**src/rtl/smpl_map_pkg.sv**
```systemverilog
package smpl_map_pkg;

  // Bit index of the low bit of the input octet that becomes octet k
  // (k = 0 sent first) of lane 'lane'.
  function automatic int src_lsb(input int lane, input int k,
                                 input int conv_per_lane, input int num_conv,
                                 input int smpl_w);
    int oct_per_smpl;
    int frame_oct;
    int frm;
    int pos;
    int conv;
    int byt;
    oct_per_smpl = smpl_w / 8;
    frame_oct    = conv_per_lane * oct_per_smpl;
    frm          = k / frame_oct;
    pos          = k % frame_oct;
    conv         = lane * conv_per_lane + pos / oct_per_smpl;
    byt          = pos % oct_per_smpl;
    return (frm * num_conv + conv) * smpl_w + smpl_w - 8 - 8 * byt;
  endfunction

endpackage

```
**src/rtl/smpl_phase_ctrl.sv**
```systemverilog
module smpl_phase_ctrl (
  input  logic clk,
  input  logic rst,
  output logic user_phase,
  output logic phase_start_evt
);
  always_ff @(posedge clk) begin
    if (rst) user_phase <= 1'b0;
    else     user_phase <= 1'b1;
  end

  assign phase_start_evt = !rst && !user_phase;
endmodule

```
**src/rtl/smpl_lane_packer.sv**
```systemverilog
module smpl_lane_packer
  import smpl_map_pkg::*;
#(
  parameter int LANE_IDX      = 0,
  parameter int NUM_CONV      = 8,
  parameter int CONV_PER_LANE = 4,
  parameter int SMPL_W        = 24,
  parameter int IN_W          = 384,
  parameter int LANE_W        = 192
) (
  input  logic              clk,
  input  logic              rst,
  input  logic              accept,
  input  logic [IN_W-1:0]   in_data,
  output logic [LANE_W-1:0] lane_word,
  output logic              lane_vld
);
  localparam int OCT_PER_LANE = LANE_W / 8;

  logic [LANE_W-1:0] mapped;

  for (genvar k = 0; k < OCT_PER_LANE; k++) begin : g_oct
    localparam int SRC = src_lsb(LANE_IDX, k, CONV_PER_LANE, NUM_CONV, SMPL_W);
    assign mapped[LANE_W-8-8*k +: 8] = in_data[SRC +: 8];
  end

  always_ff @(posedge clk) begin
    if (rst) begin
      lane_word <= '0;
      lane_vld  <= 1'b0;
    end else begin
      lane_vld <= accept;
      if (accept) lane_word <= mapped;
    end
  end
endmodule

```
**src/rtl/smpl_lane_mapper.sv**
```systemverilog
module smpl_lane_mapper #(
  parameter int NUM_CONV        = 8,
  parameter int NUM_LANES       = 2,
  parameter int SMPL_W          = 24,
  parameter int FRAMES_PER_XFER = 2
) (
  input  logic                             clk,
  input  logic                             rst,
  input  logic                             in_valid,
  input  logic [NUM_CONV*SMPL_W*FRAMES_PER_XFER-1:0] in_data,
  output logic                             in_ready,
  output logic [NUM_CONV*SMPL_W*FRAMES_PER_XFER-1:0] lane_data,
  output logic [NUM_LANES-1:0]             lane_valid
);
  localparam int CONV_PER_LANE = NUM_CONV / NUM_LANES;
  localparam int IN_W          = NUM_CONV * SMPL_W * FRAMES_PER_XFER;
  localparam int LANE_W        = IN_W / NUM_LANES;

  logic user_phase;
  logic phase_start_evt;
  logic accept_evt;

  smpl_phase_ctrl u_phase (
    .clk             (clk),
    .rst             (rst),
    .user_phase      (user_phase),
    .phase_start_evt (phase_start_evt)
  );

  assign in_ready   = user_phase;
  assign accept_evt = in_valid && user_phase;

  for (genvar l = 0; l < NUM_LANES; l++) begin : g_lane
    smpl_lane_packer #(
      .LANE_IDX      (l),
      .NUM_CONV      (NUM_CONV),
      .CONV_PER_LANE (CONV_PER_LANE),
      .SMPL_W        (SMPL_W),
      .IN_W          (IN_W),
      .LANE_W        (LANE_W)
    ) u_pack (
      .clk       (clk),
      .rst       (rst),
      .accept    (accept_evt),
      .in_data   (in_data),
      .lane_word (lane_data[l*LANE_W +: LANE_W]),
      .lane_vld  (lane_valid[l])
    );
  end
endmodule

```
**config.mk**
```make
export PLATFORM = sky130hd
export DESIGN_NAME = smpl_lane_mapper
export DESIGN_NICKNAME = d
export VERILOG_FILES = /design/src/rtl/smpl_map_pkg.sv /design/src/rtl/smpl_phase_ctrl.sv /design/src/rtl/smpl_lane_packer.sv /design/src/rtl/smpl_lane_mapper.sv
export SDC_FILE = /design/constraint.sdc
export NUM_CORES = 1
export LEC_CHECK = 0
export ABC_CLOCK_PERIOD_IN_PS = 3000
export CORE_AREA = 2 2 298 300
export DETAILED_ROUTE_END_ITERATION = 10
export DIE_AREA = 0 0 300 302
export PLACE_DENSITY_LB_ADDON = 0.05
export SLEW_MARGIN = 20
export SYNTH_ARGS = -nofsm -noshare
export SYNTH_HDL_FRONTEND = slang
export SYNTH_SLANG_ARGS = --single-unit
export TNS_END_PERCENT = 1
```
**constraint.sdc**
```tcl
create_clock -name clk -period 3 [get_ports clk]
set_input_delay 0.45 -clock clk [delete_from_list [all_inputs] [get_ports clk]]
set_output_delay 0.45 -clock clk [all_outputs]
set_load 0.01 [all_outputs]
```
## Yosys cells after proc, flatten, opt, wreduce, memory -nomap -nowiden

Cells that the tools add are included.

| word-level totals | value |
|---|---|
| output and inout port bits | 387 |
| flip-flop bits (word level) | 386 |
| input port bits | 387 |
| logic and storage cells | 6 |

| operators by class | value |
|---|---|
| reduce and logical (&&, ||, !) cells | 1 |
| mux-type cells | 1 |

Operators by type and width:

| operator | number |
|---|---|
| $logic_and 1x1->1 | 1 |
| $mux 1 | 1 |

## Longest topological paths before layout

| depth | value |
|---|---|
| depth after elaboration | 1 |
| depth in mapped cells | 5 |
| gate-level depth less buffers | 2 |

## Cells and area by module

Synthesis repeated with hierarchy kept, for this count alone.

| second synthesis, totals | value |
|---|---|
| cells, all modules | 1246 |
| area total of the unflattened synthesis | 13949.6 um2 |

Modules (own cells, without submodules):

| module | sequential area each (um2) | area an instance (um2) | times used | cells an instance |
|---|---|---|---|---|
| smpl_lane_packer | 3863.7 | 6957.9 | 2 | 621 |
| smpl_phase_ctrl | 20.0 | 27.5 | 1 | 3 |
| smpl_lane_mapper | 0.0 | 6.3 | 1 | 1 |

## Worst setup path before layout

OpenSTA, ideal clock, no wires.

| timing | value |
|---|---|
| kind | in2reg |
| from | input port in_valid |
| to | register g_lane[0].u_pack.lane_word[0] |
| buffers on the path | 3 |
| slack | 1710 ps |
| arrival time | 1175 ps |
| required time | 2884 ps |
| setup time | 116 ps |
| cell stages on the path | 5 |
| cell sequence | buf_6 -> buf_6 -> clkbuf_2 -> and4b_1 -> a31o_1 |

| between the ends | value |
|---|---|
| longest elaborated chain between the ends | 1 |

Ends and longest elaborated chain:

| element | line | text |
|---|---|---|
| start: declaration | smpl_lane_mapper.sv:9 | `input logic in_valid,` |
| $logic_and 1x1->1 | smpl_lane_mapper.sv:31 | `assign accept_evt = in_valid && user_phase;` |
| end signal: assignment | smpl_lane_packer.sv:33 | `if (accept) lane_word <= mapped;` |
| end: declaration | smpl_lane_packer.sv:15 | `output logic [LANE_W-1:0] lane_word,` |

No other way between the ends.
A chain may end at the register's enable or synchronous reset.

## Worst setup path in the final report

| timing | value |
|---|---|
| from | register g_lane[1].u_pack.lane_word[11] |
| to | output port lane_data[203] |

RTL lines:

| element | line | text |
|---|---|---|
| start: declaration | smpl_lane_packer.sv:15 |  |
| start signal: assignment | smpl_lane_packer.sv:33 |  |
| end: declaration | smpl_lane_mapper.sv:12 | `output logic [NUM_CONV*SMPL_W*FRAMES_PER_XFER-1:0] lane_data,` |

No word-level cell between the ends.

==> results.sh <==
export IMPL_nets=2399
export IMPL_cp_depth=1
export IMPL_irDropWorstVdd_mv=0.330
export IMPL_drc=0
export IMPL_hold_ws_ns=0.426
export IMPL_io_buffers=773
export IMPL_clock_path_buffers=3
export IMPL_ios=774
export IMPL_setup_viol=0
export IMPL_ctsHoldBuffers=0
export IMPL_max_freq_ghz=0.475
export IMPL_gp_congestion=0.784
export IMPL_clk_latency_ns=0.59
export IMPL_crit_chain="clkdlybuf4s50_1"
export IMPL_hpwl_mm=51.3
export IMPL_yosys_warnings=0
export IMPL_powerDensity_mw_per_mm2=512
export IMPL_synth_avg_cell_area_sq_um=11.8
export IMPL_drtIter0Drc=687
export IMPL_hold_viol_final=0
export IMPL_slew_headroom=0.382
export IMPL_finalCritPeriodShare=0.702
export IMPL_final_common_cell="clkdlybuf4s50_1"
export IMPL_fin_setup_tns_ns=0
export IMPL_first_pass_iters=4
export IMPL_crit_arrival_ns=1.66
export IMPL_die_h_microns=302
export IMPL_ys_seq_area_frac=0.478
export IMPL_synth_cells=1372
export IMPL_start_kind="flop"
export IMPL_via_count=14800
export IMPL_tritoncts="built"
export IMPL_synth_mux_area_frac=0
export IMPL_crit_family="buffers and inverters"
export IMPL_slew_violations=0
export IMPL_grt_overflow=0
export IMPL_synth_compound_area_share=0.208
export IMPL_final_cell_mix="clkdlybuf4s50_1 (771), dfxtp_1 (385), and4b_1 (384)"
export IMPL_min_period_ns=2.11
export IMPL_endpoint_kind="primary output"
export IMPL_synth_xor_area_share=0
export IMPL_path_buf_inv=1
export IMPL_post_cts_resized=0
export IMPL_slowest_stage="clkdlybuf4s50_1"
export IMPL_drtAntennaViolNets=0
export IMPL_n_fill_cell=9085
export IMPL_start_util=0.185
export IMPL_crit_required_ns=2.55
export IMPL_viasPerCell=4.58
export IMPL_grt_pass1_vias=15200
export IMPL_finClkSkew_ns=0.0141
export IMPL_synth_top_family_by_area="simple AND/OR/NAND/NOR gates"
export IMPL_die_area_sq_mm=0.0906
export IMPL_area_growth_pct=61.8
export IMPL_ys_seq_elements=386
export IMPL_synth_nets=1759
export IMPL_numCtsBuffers=52
export IMPL_p_leak_nw=10.4
export IMPL_cts_sinks=386
export IMPL_yosys_area_share_simple=0.239
export IMPL_globalRouteTotalUtil=0.161
export IMPL_worst_slack_ns=0.895
export IMPL_rows=109
export IMPL_slowest_delay_ns=0.74
export IMPL_synth_cell_types=12
export IMPL_clkTransAtPathRegs_ns=0.06
export IMPL_ctsRootBufferMaster="clkbuf_16"
export IMPL_grt_pass1_wl_mm=109
export IMPL_holdPathStages=3
export IMPL_cap_violations=0
export IMPL_die_x_microns=300
export IMPL_outcome="completed"
export IMPL_synth_fa_ha_area_frac=0
export IMPL_min_path_type="in2reg"
export IMPL_cts_setup_buffers=0
export IMPL_crit_type="reg2out"
export IMPL_drive_gt1_frac=0.0514
export IMPL_grt_setup_unrepaired="false"
export IMPL_core_area_sq_mm=0.0876
export IMPL_tightest_slew_ns=0.927
export IMPL_crit_fanout=2
export IMPL_worstRegToRegCells=3
export IMPL_power_mw=13.4
export IMPL_grt_max_degree=174
export IMPL_wirelength_mm=77.7
export IMPL_regToRegSetupSlack_ns=1.22
export IMPL_wire_per_inst_microns=24.1
export IMPL_antenna_found_initial=26
export IMPL_htreeDepth=2
export IMPL_dp_slack_ns=0.683
export IMPL_synth_area_sq_mm=0.0162
[flip-flops by register name, summed over array words and instances, names as in the netlist]
signal,count
u_phase.user_phase,1
g_lane.u_pack.lane_vld,1
g_lane.u_pack.lane_word,384
[cell usage after synthesis]
cell,n,share of area
a31o_1,379,0.21
a31o_2,5,0.0027
and4b_1,384,0.24
buf_2,121,0.037
buf_4,37,0.017
buf_6,11,0.0077
clkbuf_1,11,0.0026
clkbuf_2,35,0.011
dfxtp_1,386,0.48
inv_2,1,0.00023
nand2_4,1,0.00070
nor2_1,1,0.00023
[final timing paths]
| kind | startpoint | endpoint |
|---|---|---|
| min | rst | g_lane[1].u_pack.lane_word[34]$_SDFFE_PP0P_ |
| max reg2reg | u_phase.user_phase$_DFF_P_ | g_lane[1].u_pack.lane_word[94]$_SDFFE_PP0P_ |
| max | g_lane[1].u_pack.lane_word[11]$_SDFFE_PP0P_ | lane_data[203] |
| min reg2reg | g_lane[1].u_pack.lane_word[108]$_SDFFE_PP0P_ | g_lane[1].u_pack.lane_word[108]$_SDFFE_PP0P_ |
[cells by family (layout without fill, tap and decap cells)]
group	count (synthesis)	count (layout)
buffers and inverters	216	885
flip-flops	386	386
AND/OR/NAND/NOR	386	386
other	0	21
AO/OA/AOI/OAI	384	384
[per-layer routing]
layer  vias to the layer above  wire, microns  share of wire  track usage
li1                       6865              -              -            -
met1                      7302          29400           0.38        0.175
met2                       485          39300           0.51        0.280
met3                       123           6310          0.081       0.0600
met4                        12           2590          0.033       0.0696
met5                         -             92         0.0012            0
[final cells by class]
type,instances,area (sq um),share of cell area
repair buffers,801,8160,0.312
flip-flops and latches,386,7730,0.295
multi-input cells,770,7230,0.276
clock buffers,78,1510,0.0577
well taps,1165,1460,0.0557
diodes,21,52.6,0.00201
clock inverters,5,25.0,0.000956
inverters,1,11.3,0.000430
[metrics by stage]
step	instance area (sq um)	std cells	util
5_1_grt	26200	3222	0.299
2_1_floorplan	16200	1372	-
6_report	26200	3227	0.299
3_3_place_gp	24600	3123	0.281
3_5_place_dp	24600	3123	0.281
4_1_cts	26100	3206	0.298
[power by group]
part / switching [mW] / internal, mW / leakage [nW]
combinational: 0.889 / 1.17 / 6.46
clock: 2.40 / 3.41 / 0.756
sequential: 0.134 / 5.38 / 3.16
No activity file was read; power rests on OpenSTA's default activity.
